## config.mk

```make
export PLATFORM = sky130hd
export DESIGN_NAME = tw_reg_slave
export DESIGN_NICKNAME = d
export VERILOG_FILES = /design/src/rtl/tw_pkg.sv /design/src/rtl/tw_datapath.sv /design/src/rtl/tw_control.sv /design/src/rtl/tw_reg_slave.sv
export SDC_FILE = /design/constraint.sdc
export NUM_CORES = 1
export LEC_CHECK = 0
export BUFFER_PORTS_ARGS = -buffer_cell sky130_fd_sc_hd__buf_2
export CORE_MARGIN = 3
export CORE_UTILIZATION = 35
export CTS_CLUSTER_SIZE = 24
export DETAILED_ROUTE_END_ITERATION = 12
export GPL_TIMING_DRIVEN = 0
export HOLD_SLACK_MARGIN = 0.03
export PLACE_DENSITY = 0.57
export SLEW_MARGIN = 20
export SYNTH_ARGS = -nofsm -noshare
export SYNTH_HDL_FRONTEND = slang
export SYNTH_HIERARCHICAL = 1
export SYNTH_SLANG_ARGS = --single-unit
```

## constraint.sdc

```tcl
create_clock -name clk -period 2.4 [get_ports clk]
set_input_delay 0.6 -clock clk [delete_from_list [all_inputs] [get_ports clk]]
set_output_delay 0.6 -clock clk [all_outputs]
set_load 0.005 [all_outputs]
```

## src/rtl/tw_pkg.sv

```systemverilog
package tw_pkg;

  typedef enum logic [2:0] {
    ST_IDLE,
    ST_CMD,
    ST_DEC,
    ST_WDAT,
    ST_WSTB,
    ST_RDAT,
    ST_DONE
  } tw_state_e;

  typedef struct packed {
    logic cmdShift;
    logic wrShift;
    logic rdLoad;
    logic rdShift;
    logic oeClr;
  } tw_strobe_t;

endpackage

```

## src/rtl/tw_datapath.sv

```systemverilog
module tw_datapath
  import tw_pkg::*;
#(
  parameter int ADDR_W = 5,
  parameter int DATA_W = 8,
  parameter int SYNC_N = 2,
  localparam int CMD_W = ADDR_W + 3
) (
  input  logic              clk,
  input  logic              rstN,
  input  logic              ceIn,
  input  logic              sclkIn,
  input  logic              sdaIn,
  input  tw_strobe_t        stb,
  output logic              ceSync,
  output logic              ceRise,
  output logic              sclkLvl,
  output logic              sclkRise,
  output logic              sclkFall,
  output logic              cmdEn,
  output logic              cmdRw,
  output logic              regBank,
  output logic [ADDR_W-1:0] regAddr,
  output logic [DATA_W-1:0] regWrData,
  input  logic [DATA_W-1:0] regRdData,
  output logic              sdaOut,
  output logic              oeReg
);

  logic [SYNC_N-1:0] ceSh, sclkSh, sdaSh;
  logic cePrev, sclkPrev;
  logic sdaSync;
  logic [CMD_W-1:0]  cmdSr;
  logic [DATA_W-1:0] wrSr, outSr;

  always_ff @(posedge clk or negedge rstN) begin
    if (!rstN) begin
      ceSh     <= '0;
      sclkSh   <= '0;
      sdaSh    <= '0;
      cePrev   <= 1'b0;
      sclkPrev <= 1'b0;
    end else begin
      ceSh     <= {ceSh[SYNC_N-2:0], ceIn};
      sclkSh   <= {sclkSh[SYNC_N-2:0], sclkIn};
      sdaSh    <= {sdaSh[SYNC_N-2:0], sdaIn};
      cePrev   <= ceSh[SYNC_N-1];
      sclkPrev <= sclkSh[SYNC_N-1];
    end
  end

  assign ceSync   = ceSh[SYNC_N-1];
  assign sclkLvl  = sclkSh[SYNC_N-1];
  assign sdaSync  = sdaSh[SYNC_N-1];
  assign ceRise   = ceSync & ~cePrev;
  assign sclkRise = sclkLvl & ~sclkPrev;
  assign sclkFall = ~sclkLvl & sclkPrev;

  always_ff @(posedge clk or negedge rstN) begin
    if (!rstN) begin
      cmdSr  <= '0;
      wrSr   <= '0;
      outSr  <= '0;
      sdaOut <= 1'b0;
      oeReg  <= 1'b0;
    end else begin
      if (stb.cmdShift) cmdSr <= {sdaSync, cmdSr[CMD_W-1:1]};
      if (stb.wrShift)  wrSr  <= {sdaSync, wrSr[DATA_W-1:1]};
      if (stb.rdLoad) begin
        outSr <= regRdData;
      end else if (stb.rdShift) begin
        outSr  <= {1'b0, outSr[DATA_W-1:1]};
        sdaOut <= outSr[0];
      end
      if (stb.oeClr)        oeReg <= 1'b0;
      else if (stb.rdShift) oeReg <= 1'b1;
    end
  end

  assign cmdRw     = cmdSr[0];
  assign regAddr   = cmdSr[ADDR_W:1];
  assign regBank   = cmdSr[CMD_W-2];
  assign cmdEn     = cmdSr[CMD_W-1];
  assign regWrData = wrSr;

endmodule

```

## src/rtl/tw_control.sv

```systemverilog
module tw_control
  import tw_pkg::*;
#(
  parameter int ADDR_W = 5,
  parameter int DATA_W = 8,
  localparam int CMD_W = ADDR_W + 3,
  localparam int MAX_B = (CMD_W > DATA_W) ? CMD_W : DATA_W,
  localparam int CNT_W = $clog2(MAX_B)
) (
  input  logic       clk,
  input  logic       rstN,
  input  logic       ceSync,
  input  logic       ceRise,
  input  logic       sclkLvl,
  input  logic       sclkRise,
  input  logic       sclkFall,
  input  logic       cmdEn,
  input  logic       cmdRw,
  output tw_strobe_t stb,
  output logic       regWrEn,
  output logic       regRdEn
);

  tw_state_e state;
  logic [CNT_W-1:0] bitCnt;
  logic cmdLast, dataLast;

  assign cmdLast  = (bitCnt == CNT_W'(CMD_W - 1));
  assign dataLast = (bitCnt == CNT_W'(DATA_W - 1));

  always_ff @(posedge clk or negedge rstN) begin
    if (!rstN) begin
      state  <= ST_IDLE;
      bitCnt <= '0;
    end else if (!ceSync) begin
      state  <= ST_IDLE;
      bitCnt <= '0;
    end else begin
      case (state)
        ST_IDLE: if (ceRise) begin
          state  <= sclkLvl ? ST_DONE : ST_CMD;
          bitCnt <= '0;
        end
        ST_CMD: if (sclkRise) begin
          if (cmdLast) begin
            state  <= ST_DEC;
            bitCnt <= '0;
          end else begin
            bitCnt <= bitCnt + 1'b1;
          end
        end
        ST_DEC: begin
          if (!cmdEn)     state <= ST_DONE;
          else if (cmdRw) state <= ST_RDAT;
          else            state <= ST_WDAT;
        end
        ST_WDAT: if (sclkRise) begin
          if (dataLast) begin
            state  <= ST_WSTB;
            bitCnt <= '0;
          end else begin
            bitCnt <= bitCnt + 1'b1;
          end
        end
        ST_WSTB: state <= ST_DONE;
        ST_RDAT: if (sclkFall) begin
          if (dataLast) begin
            state  <= ST_DONE;
            bitCnt <= '0;
          end else begin
            bitCnt <= bitCnt + 1'b1;
          end
        end
        default: state <= state;
      endcase
    end
  end

  always_comb begin
    stb          = '0;
    stb.cmdShift = ceSync && (state == ST_CMD) && sclkRise;
    stb.wrShift  = ceSync && (state == ST_WDAT) && sclkRise;
    stb.rdShift  = ceSync && (state == ST_RDAT) && sclkFall;
    stb.rdLoad   = regRdEn;
    stb.oeClr    = !ceSync;
  end

  assign regWrEn = (state == ST_WSTB);
  assign regRdEn = (state == ST_DEC) && cmdEn && cmdRw;

endmodule

```

## src/rtl/tw_reg_slave.sv

```systemverilog
module tw_reg_slave
  import tw_pkg::*;
#(
  parameter int ADDR_W = 5,
  parameter int DATA_W = 8,
  parameter int SYNC_N = 2
) (
  input  logic              clk,
  input  logic              rstN,
  input  logic              ceIn,
  input  logic              sclkIn,
  input  logic              sdaIn,
  output logic              sdaOut,
  output logic              sdaOe,
  output logic              regWrEn,
  output logic              regRdEn,
  output logic              regBank,
  output logic [ADDR_W-1:0] regAddr,
  output logic [DATA_W-1:0] regWrData,
  input  logic [DATA_W-1:0] regRdData
);

  tw_strobe_t stb;
  logic ceSync, ceRise, sclkLvl, sclkRise, sclkFall, cmdEn, cmdRw, oeReg;

  tw_datapath #(.ADDR_W(ADDR_W), .DATA_W(DATA_W), .SYNC_N(SYNC_N)) dp_i (
    .clk(clk), .rstN(rstN), .ceIn(ceIn), .sclkIn(sclkIn), .sdaIn(sdaIn),
    .stb(stb), .ceSync(ceSync), .ceRise(ceRise), .sclkLvl(sclkLvl),
    .sclkRise(sclkRise), .sclkFall(sclkFall), .cmdEn(cmdEn), .cmdRw(cmdRw),
    .regBank(regBank), .regAddr(regAddr), .regWrData(regWrData),
    .regRdData(regRdData), .sdaOut(sdaOut), .oeReg(oeReg)
  );

  tw_control #(.ADDR_W(ADDR_W), .DATA_W(DATA_W)) ctl_i (
    .clk(clk), .rstN(rstN), .ceSync(ceSync), .ceRise(ceRise),
    .sclkLvl(sclkLvl), .sclkRise(sclkRise), .sclkFall(sclkFall),
    .cmdEn(cmdEn), .cmdRw(cmdRw), .stb(stb),
    .regWrEn(regWrEn), .regRdEn(regRdEn)
  );

  // Raw pin gating releases the line without waiting for the synchronizer.
  assign sdaOe = oeReg & ceIn;

endmodule

```

# ---- After elaboration in Yosys (flattened, before gate mapping)
# Index checks and enable logic that the tools add are counted.
# W data, S select, Z words.
dict set report classes {
  addsub 1
  eq_ne 17
  muxes 22
  bitwise 8
  reduce_logical 14
}
# operator n
set ops {}
lappend ops {{$mux W3} 16}
lappend ops {{$ne A3 B2 Y1 const B} 7}
lappend ops {{$pmux W3 S6} 1}
lappend ops {{$mux W8} 2}
lappend ops {{$eq A3 B3 Y1 const B} 3}
lappend ops {{$pmux W3 S3} 1}
lappend ops {{$logic_and A1 B1 Y1} 8}
lappend ops {{$reduce_and A8 Y1} 1}
lappend ops {{$ne A7 B2 Y1 const B} 1}
lappend ops {{$eq A3 B2 Y1 const B} 2}
lappend ops {{$and A1 B1 Y1} 4}
lappend ops {{$ne A4 B2 Y1 const B} 1}
lappend ops {{$not A1 Y1} 4}
lappend ops {{$reduce_and A4 Y1} 1}
lappend ops {{$add A3 B1 Y3 const B} 1}
lappend ops {{$eq A3 B1 Y1 const B} 1}
lappend ops {{$logic_not A3 Y1} 1}
lappend ops {{$ne A3 B3 Y1 const B} 1}
lappend ops {{$mux W1} 2}
lappend ops {{$ne A2 B1 Y1 const B} 1}
lappend ops {{$reduce_and A2 Y1} 1}
lappend ops {{$reduce_bool A2 Y1} 1}
lappend ops {{$reduce_or A2 Y1} 1}
dict set report word_totals {
  regBits 40
  inputBits 13
  out_inout_bits 18
  word_cells 74
}

# ---- Logic depth before layout (Yosys ltp)
# Gate-level depths: netlist of run 1.
dict set report logic_depth {
  depth_word 5
  ltp_mapped 7
  mapped_depth_nobuf 5
}

# ---- Cells and area by module
# Netlist of run 1, hierarchy kept.
# mod n_inst cells_each area_per_inst_um2 seq_area_each_um2
set modules_own_cells {}
lappend modules_own_cells {tw_datapath 1 85 1261.2 850.8}
lappend modules_own_cells {tw_control 1 60 511.7 150.1}
lappend modules_own_cells {tw_reg_slave 1 1 6.3 0.0}

# ---- Worst setup path after synthesis of run 1
# OpenSTA, ideal clock, no wires.
dict set report synth_timing {
  path_type {flip-flop to flip-flop}
  start {register ctl_i.state[0]}
  end {register dp_i.cmdSr[0]}
  setup_time_ps 125
  t_arrival_ps 1421
  t_required_ps 2275
  slack_ps 854
  path_stages_with_launch 6
  n_path_buf 2
  synth_period_minus_slack_ps 1546
  cell_sequence {dfrtp_1 buf_2 nand2_1 nor4b_1 buf_2 mux2_2}
}
# element line
set synth_rtl {}
lappend synth_rtl {{from (decl)} tw_control.sv:24} ;# tw_state_e state;
lappend synth_rtl {{from (signal assigned)} tw_control.sv:41} ;# state <= sclkLvl ? ST_DONE : ST_CMD;
lappend synth_rtl {{from (signal assigned)} tw_control.sv:74} ;# default: state <= state;
lappend synth_rtl {{to (signal assigned)} tw_datapath.sv:67} ;# if (stb.cmdShift) cmdSr <= {sdaSync, cmdSr[CMD_W-1:1]};
lappend synth_rtl {{to (decl)} tw_datapath.sv:33} ;# logic [CMD_W-1:0] cmdSr;

# ---- Final worst setup path of run 1
dict set report layout_timing {
  start {register ctl_i.state[2]}
  end {output port regRdEn}
}
dict set report layout_between {
  elab_chain_len 3
}
# element line
set layout_rtl {}
lappend layout_rtl {{$eq A3 B2 Y1} tw_control.sv:89} ;# assign regRdEn = (state == ST_DEC) && cmdEn && cmdRw;
lappend layout_rtl {{$logic_and A1 B1 Y1 (2 in series)} tw_control.sv:89}
lappend layout_rtl {{to (decl)} tw_reg_slave.sv:16} ;# output logic regRdEn,
# Every way passes these cells.

==> results of run 1 <==
## critical path: cells and delay by family, from the launching register on
kind | cells | cell delay [ps]
buffers and inverters | 2 | 380
DFF | 1 | 440
and+or+nand+nor | 1 | 290
## synthesized netlist by cell type (all sizes together)
master  instances
buf             8
a31oi           1
mux2           20
nor3            5
a21oi           7
inv             3
o211ai          2
dfrtp          40
and4            1
nand2b          3
and3            3
nand3           2
nand2          12
nor2b           5
nor2            2
o31a            1
mux2i           7
or3b            2
and2            2
o21a            2
nand3b          1
nor4b           2
o21ai          12
o32a            1
ha              2
## metrics by stage
step	hold WS, ps	std cells	utilization, %	total power (W)	cell area (um^2)
6_report	352	250	44.5	0.00186	2140
3_5_place_dp	339	243	41.8	0.00125	2010
5_1_grt	361	250	44.5	0.00197	2140
3_3_place_gp	332	243	41.8	0.00123	2010
2_1_floorplan	304	146	-	0.00112	1780
4_1_cts	357	250	44.5	0.00188	2140
## power by group through the flow
stage / registers (W) / logic, W / clock network, W
after floorplan: 0.000810 / 0.000312 / 0
after global placement: 0.000818 / 0.000413 / 0
after detailed placement: 0.000825 / 0.000427 / 0
after CTS: 0.000812 / 0.000429 / 0.000641
after global routing: 0.000824 / 0.000480 / 0.000670
final: 0.000811 / 0.000427 / 0.000619
## how the worst max path moves through the flow
stage / startpoint / endpoint / cells past startpoint
floorplan: ctl_i/state[0] / dp_i/cmdSr[0] / 5
global placement: ctl_i/state[0] / dp_i/regWrData[7] / 5
detailed placement: ctl_i/state[0] / dp_i/regWrData[2] / 5
CTS: ctl_i/state[2] / regRdEn / 3
global route: ctl_i/state[2] / regRdEn / 3
finish: ctl_i/state[2] / regRdEn / 3
## per-layer routing
| metal | GRT usage (%) | wire, um |
|---|---|---|
| met3 | 4.23 | 199 |
| met2 | 20.0 | 1590 |
| met4 | 3.56 | 32 |
| met1 | 14.6 | 1430 |
| met5 | 0 | 0 |
## area by class of cell
type                       instances  area (um^2)
fill                             500         2680
sequential                        40         1000
multi-input combinational         95          709
timing repair buffer              30          150
tap                               67         83.8
clock buffer                       5         68.8
clock inverter                     2         60.1
buffer                             8         57.6
inverter                           3         11.3
## logic make-up after synthesis
kind of cell,count (synthesis),synth area share [%]
adder cells (fa/ha/maj),2,1.41
AND/OR/NAND/NOR,40,12.9
multiplexers,27,16.8
AO/OA/AOI/OAI,26,8.72
buffers and inverters,11,3.87
flip-flops,40,56.3
## sequential cells by signal, summed over array words and instances (netlist names)
signal / count
ctl_i/bitCnt: 3
ctl_i/state: 3
dp_i/cePrev: 1
dp_i/ceSh: 2
dp_i/cmdSr: 8
dp_i/oeReg: 1
dp_i/outSr: 8
dp_i/regWrData: 8
dp_i/sclkPrev: 1
dp_i/sclkSh: 2
dp_i/sdaOut: 1
dp_i/sdaSh: 2
==> reports/qor.yml, run 1 <==
die-area_um2: 5980
crit_required_ps: 1800
min_from: "dp_i/sdaSh[0]"
via_per_inst: 4.91
mostFrequentLayoutCells: "dfrtp_1, buf_2, mux2_2"
min_period_ps: 1990
fp.dieH_um: 77.3
p_comb_share_pct: 23.0
syn_nets: 161
hold_class: "reg -> reg"
ys_ff_latch: 40
cpMostUsedCell: "buf_2"
post_drt_wl_per_cell_um: 13.0
cts_max_path_buffers: 2
arrival_ps: 1390
worstSkewPairLatency_ps: 280
end_kind: "output port"
status: "complete, no violations"
place.gp.congestion: 0.848
p_leak_nw: 1.01
ctsResizeCount: 0
ys_types: 32
slowest_stage: "dfrtp_1"
p_switching_w: 0.000501
cts-root-buf: "clkbuf_8"
cts_tree: "built"
r2r-end: "dp_i/regWrData[6]"
layout_setup_ws_ps: 411
diodes: 0
intPower_w: 0.00136
worstSetupPathType: "reg -> out"
r2r_slack_ps: 620
drtIter0Drc: 47
ys_warn_count: 6
h-tree-depth: 2
postCtsHoldBufs: 0
cp-start-kind: "flip-flop"
ir_worst_vdd_uv: 393
rsz0062_at_grt: "false"
row_count: 25
setup_tns_ps: 0
drc: 0
final_common_cell: "dfrtp_1"
grt-ovfl-total: 0
initial_core_util_pct: 36.9
layout-drive-gt1-share_pct: 37.7
slowest_delay_ps: 440
track_usage_pct: 12.0
grt_pass1_vias: 1243
slew_headroom_pct: 43.0
ys_top_cells_by_area: "dfrtp_1, mux2_2, mux2i_1"
timing.final.crit_share_pct: 82.9
whs_endpoint: "dp_i/sdaSh[1]"
dr.pass1.iters: 4
setup_viol: 0
fin_worst_skew_ps: 3.39
p_clk_share_pct: 33.3
maxCapViolations: 0
max_freq_mhz: 503
post-place-ws_ps: 582
post_cts_buffers: 0
syn2layout_area_growth_pct: 20.4
p_sw_share_pct: 27.0
p_seq_share_pct: 43.7
fp.dieW_um: 77.3
drtAntennaViolNets: 0
coreArea_um2: 4820
crit_chain: "buf_2 > nor3_1 > buf_2"
pin_count: 31
yosysSeqAreaShare_pct: 56.3
vias: 1227
nNetsFinal: 198
antenna_found_initial: 0
reg2reg_depth: 5
final_hold_viol_count: 0
synth_top_area_cell: "dfrtp_1"
cp_max_fo: 10
syn_inst: 146
tightest_slew_ps: 855
grt_max_degree: 41
clock_sinks: 40
slew_violations: 0
syn_area_per_cell_um2: 12.2
r2r_start: "ctl_i/state[0]"
power_density_nw_per_um2: 868
grt_pass1_wl_um: 5790
clkTransAtPathRegs_ps: 70
port_buffers: 30
synth_area_um2: 1780
synth_top_area_share_pct: 56.3
cts-buffers-inserted: 5
dpl.hpwl_um: 2400
whs_path_depth: 0
routed_wl_um: 3260
Note: power is estimated with default switching activity, not from simulation.
==> inputs of run 2 (changes only) <==
- clock period: 2.4 -> 1.9 ns (I/O delays scaled with it)
==> run 2 against run 1 <==
Against the previous run: largest cell class unchanged; non-clock buffer count is the same; register-to-register slack lost 520 ps; critical path type unchanged; clock skew is essentially flat; global-route usage is the same; first-iteration DRC count shrank 4.3%; sequential power grew 26%.
==> reports/qor.yml, run 2 (synthesized netlist as in run 1, its figures left out) <==
status: "complete, no violations"
cts_max_path_buffers: 2  # unchanged
cp-start-kind: "flip-flop"
initial_core_util_pct: 36.9  # unchanged
grt_max_degree: 41  # unchanged
p_switching_w: 0.000640  # +28%
dr_wl_met2_um: 1590  # -0.31%
dpl.hpwl_um: 2400  # unchanged
cts_tree: "built"
cts-root-buf: "clkbuf_8"
track_usage_pct: 12.0  # unchanged
tightest_slew_ps: 861  # +6.06 ps
highest_layer: "met4"
ir_worst_vdd_uv: 497  # +27%
met1_length_um: 1450  # +1.7%
hold_class: "in -> async"
syn2layout_area_growth_pct: 21.0
fp.dieW_um: 77.3  # unchanged
p_comb_share_pct: 23.3  # +0.3 points
final_common_cell: "dfrtp_1"
die-area_um2: 5980  # unchanged
dr_wl_met3_um: 178  # -11%
min_period_ps: 1860
max_freq_mhz: 537
nNetsFinal: 198  # unchanged
vias: 1222  # -0.41%
row_count: 25  # unchanged
postCtsHoldBufs: 0  # unchanged
intPower_w: 0.00172  # +26%
post-place-ws_ps: 81.6  # -500 ps
final_hold_viol_count: 0  # unchanged
layout-drive-gt1-share_pct: 38.3  # +0.55 points
p_clk_share_pct: 33.2  # about the same
h-tree-depth: 2  # unchanged
power_density_nw_per_um2: 1090  # +26%
layout_setup_ws_ps: 38.1  # -373 ps
p_leak_nw: 1.01  # about the same
maxCapViolations: 0  # unchanged
cts-buffers-inserted: 5  # unchanged
place.gp.congestion: 0.848  # unchanged
drtAntennaViolNets: 0  # unchanged
crit_required_ps: 1420  # -380 ps
port_buffers: 30  # unchanged
via_per_inst: 4.89  # -0.41%
timing.final.crit_share_pct: 98.0
post_drt_wl_per_cell_um: 13.0  # about the same
grt_pass1_wl_um: 5790  # unchanged
mostFrequentLayoutCells: "dfrtp_1, buf_2, mux2_2"
dr.pass1.iters: 4  # unchanged
antenna_found_initial: 0  # unchanged
cp_max_fo: 10  # unchanged
rsz0062_at_grt: "true"
routed_wl_um: 3250  # about the same
pin_count: 31  # unchanged
fin_worst_skew_ps: 3.40  # +0.0104 ps
worstSetupPathType: "reg -> out"
clkTransAtPathRegs_ps: 70  # about the same
worstSkewPairLatency_ps: 280  # about the same
grt_pass1_vias: 1243  # unchanged
slew_headroom_pct: 42.6  # -0.40 points
drc: 0  # unchanged
drtIter0Drc: 45  # -4.3%
p_seq_share_pct: 43.5  # -0.2 points
setup_tns_ps: 0  # unchanged
clock_sinks: 40  # unchanged
dpl.cell_count: 243  # unchanged
p_sw_share_pct: 27.2  # +0.20 points
fp.dieH_um: 77.3  # unchanged
setup_viol: 0  # unchanged
slew_violations: 0  # unchanged
grt-ovfl-total: 0  # unchanged
diodes: 0  # unchanged
arrival_ps: 1390  # about the same
coreArea_um2: 4820  # unchanged
layout.cells.non_filler: 250  # unchanged
end_kind: "output port"
[run 2: path summary, 6_finish.rpt]
kind	startpoint	end	slack [ps]	depth (start not counted)
worst max-delay path	ctl_i/state[2]	regRdEn	40	3
worst min-delay path	rstN	dp_i/cePrev	290	1
worst max register to register	ctl_i/state[0]	dp_i/regWrData[6]	100	5
worst min register to register	dp_i/sdaSh[0]	dp_i/sdaSh[1]	350	0
max in group asynchronous	rstN	dp_i/regWrData[4]	1060	1
min in group clk	sdaIn	dp_i/sdaSh[0]	300	1
[run 2: repair_timing]
| action | CTS | global route |
|---|---|---|
| gates resized for setup | 0 | 3 |
| setup buffers | 0 | 0 |
| endpoints found under the setup margin | 0 | 17 |
[run 2: area by class of cell]
cell class                      instances  area (um^2)
Tap cell                               67         83.8
Buffer                                  8         62.6
Inverter                                3         11.3
Sequential cell                        40         1000
Fill cell                             498         2660
Timing Repair Buffer                   30          150
Clock buffer                            5         68.8
Clock inverter                          2         60.1
Multi-Input combinational cell         95          716
[run 2: power groups by stage]
| stage | clock network [W] | registers [W] | logic [W] |
|---|---|---|---|
| 2_1_floorplan | 0 | 0.00102 | 0.000394 |
| 3_5_place_dp | 0 | 0.00104 | 0.000540 |
| 6_report | 0.000783 | 0.00102 | 0.000548 |
| 5_1_grt | 0.000846 | 0.00104 | 0.000612 |
| 3_3_place_gp | 0 | 0.00103 | 0.000521 |
| 4_1_cts | 0.000810 | 0.00103 | 0.000542 |
[run 2: critical path: stages (launching register included)]
cell	delay, ps
dfrtp_1	440
buf_2	210
nor3_1	290
buf_2	180
[run 2: stage by stage]
stage	hold slack (ps)	power, W	instance area [um^2]	util [%]
floorplan	179	0.00142	1780	-
global placement	332	0.00155	2010	41.8
detailed placement	339	0.00158	2010	41.8
CTS	289	0.00238	2140	44.5
global route	282	0.00250	2150	44.7
finish	292	0.00236	2150	44.7
[run 2: per-layer routing]
layer | vias to the layer above | GRT usage [%]
li1 | 586 | -
met5 | - | 0
met1 | 606 | 14.6
met2 | 25 | 20.0
met3 | 5 | 4.23
met4 | 0 | 3.56
==> inputs of run 3 (changes only) <==
- GPL_ROUTABILITY_DRIVEN: not set -> 0
- SETUP_SLACK_MARGIN: not set -> 0.4
==> run 3 against run 2 <==
Against the previous run: worst setup slack improved by 200 ps; non-clock buffer count rose by 25; global-route usage rose by 1.4 points; via count up 13%; worst hold slack gained 1.1 ps; sequential share of layout area fell by 7.5 points; first-iteration DRC count rose by 89%; register-to-register slack better by 150 ps; count of clock-buffer cells in the layout did not move; routed wire length up 28%; die area unchanged.
==> reports/qor.yml, run 3 (synthesized netlist as in run 1, its figures left out) <==
drc: 0  # unchanged
pin_count: 31  # unchanged
vias: 1383  # +13%
port_buffers: 30  # unchanged
worstSetupPathType: "reg -> out"
setup_tns_ps: 0  # unchanged
routed_wl_um: 4170  # +28%
fp.dieW_um: 77.3  # unchanged
cp-start-kind: "flip-flop"
post_drt_wl_per_cell_um: 15.1  # +16%
slew_violations: 0  # unchanged
cts-buffers-inserted: 5  # unchanged
timing.final.crit_share_pct: 87.4  # -11 points
antenna_found_initial: 0  # unchanged
power_density_nw_per_um2: 1100  # +0.92%
worstSkewPairLatency_ps: 280  # about the same
drtIter0Drc: 85  # +89%
clock_sinks: 40  # unchanged
final_hold_viol_count: 0  # unchanged
final_common_cell: "dfrtp_1"
crit_required_ps: 1420  # about the same
nNetsFinal: 223  # +13%
track_usage_pct: 13.4  # +1.4 points
arrival_ps: 1190  # -200 ps
grt_pass1_vias: 1356  # +9.1%
via_per_inst: 5.01  # +2.5%
p_leak_nw: 1.21  # +19%
row_count: 25  # unchanged
cp_num_buf_inv: 2  # unchanged
dpl.hpwl_um: 2320  # -3.3%
cts_max_path_buffers: 2  # unchanged
clkTransAtPathRegs_ps: 80  # about the same
layout_setup_ws_ps: 240  # +202 ps
cts_tree: "built"
mostFrequentLayoutCells: "dfrtp_1, buf_2, buf_4"
grt.busiest_layer: "met2"
grt_pass1_wl_um: 6400  # +10%
fillCellCount: 437  # -12%
die-area_um2: 5980  # unchanged
postCtsHoldBufs: 0  # unchanged
fp.dieH_um: 77.3  # unchanged
tightest_slew_ps: 853  # -7.38 ps
grt-ovfl-total: 0  # unchanged
end_kind: "output port"
slew_headroom_pct: 43.1  # +0.49 points
globalRouteMet1Util_pct: 16.3  # +1.7 points
diodes: 0  # unchanged
drtAntennaViolNets: 0  # unchanged
cp_max_fo: 6  # -4
grt_max_degree: 41  # unchanged
syn2layout_area_growth_pct: 44.7
status: "complete, no violations"
cts-root-buf: "clkbuf_8"
use_met2_pct: 22.5  # +2.5 points
maxCapViolations: 0  # unchanged
post-place-ws_ps: 176  # +94.1 ps
min_period_ps: 1660  # -202 ps
fin_worst_skew_ps: 5.24  # +1.84 ps
rsz0062_at_grt: "true"
grt_use_met3_pct: 4.23  # unchanged
initial_core_util_pct: 36.9  # unchanged
crit_chain: "buf_6 > nor3_4 > buf_2"
coreArea_um2: 4820  # unchanged
ir_worst_vdd_uv: 659  # +33%
h-tree-depth: 2  # unchanged
max_freq_mhz: 602  # +12%
hold_class: "in -> reg"
slowest_delay_ps: 400  # -40 ps
setup_viol: 0  # unchanged
cpLargestDelayFamily: "flip-flops"
slowest_stage: "dfrtp_1"
dr.pass1.iters: 4  # unchanged
layout-drive-gt1-share_pct: 56.9  # +19 points
## run 3: cell types whose count changed in the layout (fill, tap and decap cells not counted), moves of 5 or more
cell	before	now
mux2_4	1	19
nor2b_1	5	0
mux2_2	19	1
buf_4	2	22
buf_6	2	12
## run 3: what timing repair did
item                                    4_1_cts  5_1_grt
endpoints found under the setup margin       30       29
pin swaps                                     6        8
cloned                                        1        0
setup buffers                                15        9
resized for setup                            27       43
## run 3: power breakdown
group          leakage [nW]  internal (W)  switching (W)
Sequential            0.489      0.000949      0.0000823
Clock                0.0541      0.000389       0.000295
Combinational         0.662      0.000594       0.000534
Total                  1.21       0.00193       0.000911
## run 3: worst register-to-register path: stages, from the launching register on
cell and delay (ps):
dfrtp_1 390, buf_6 140, buf_6 130, buf_6 110, or3b_4 370, a21oi_2 150, nor3_1 70, o32a_2 180
## run 3: worst paths after layout
kind                                      from              to  slack (ps)  cells after the start
worst max-delay path            ctl_i/state[0]         regRdEn         240                      3
worst min-delay path                     sdaIn   dp_i/sdaSh[0]         290                      1
worst max register to register  ctl_i/state[1]  ctl_i/state[1]         250                      7
worst min register to register    dp_i/ceSh[0]    dp_i/ceSh[1]         350                      0
max in group asynchronous                 rstN    dp_i/ceSh[1]        1010                      1
min in group asynchronous                 rstN     dp_i/sdaOut         300                      1
## run 3: per-stage QoR
stage          power [W]  hold slack (ps)  util (%)  area [um^2]  instances
6_report         0.00284              293      53.5         2570        276
5_1_grt          0.00298              273      53.5         2570        276
4_1_cts          0.00252              282      49.0         2360        267
3_5_place_dp     0.00160              336      42.1         2030        243
3_3_place_gp     0.00158              332      42.1         2030        243
2_1_floorplan    0.00144              179         -         1790        146
## run 3: per-layer routing
layer	vias up	wire [um]
met5	-	0
met4	0	90
met3	11	217
met2	48	2130
met1	689	1730
li1	635	-
## run 3: layout make-up
type	instances	area (um^2)	share of cell area, %
Multi-Input combinational cell	95	911	35.4
Clock inverter	3	42.5	1.65
Timing Repair Buffer	55	359	13.9
Clock buffer	5	68.8	2.67
Buffer	8	86.3	3.35
Tap cell	67	83.8	3.26
Inverter	3	18.8	0.729
Sequential cell	40	1000	39.0
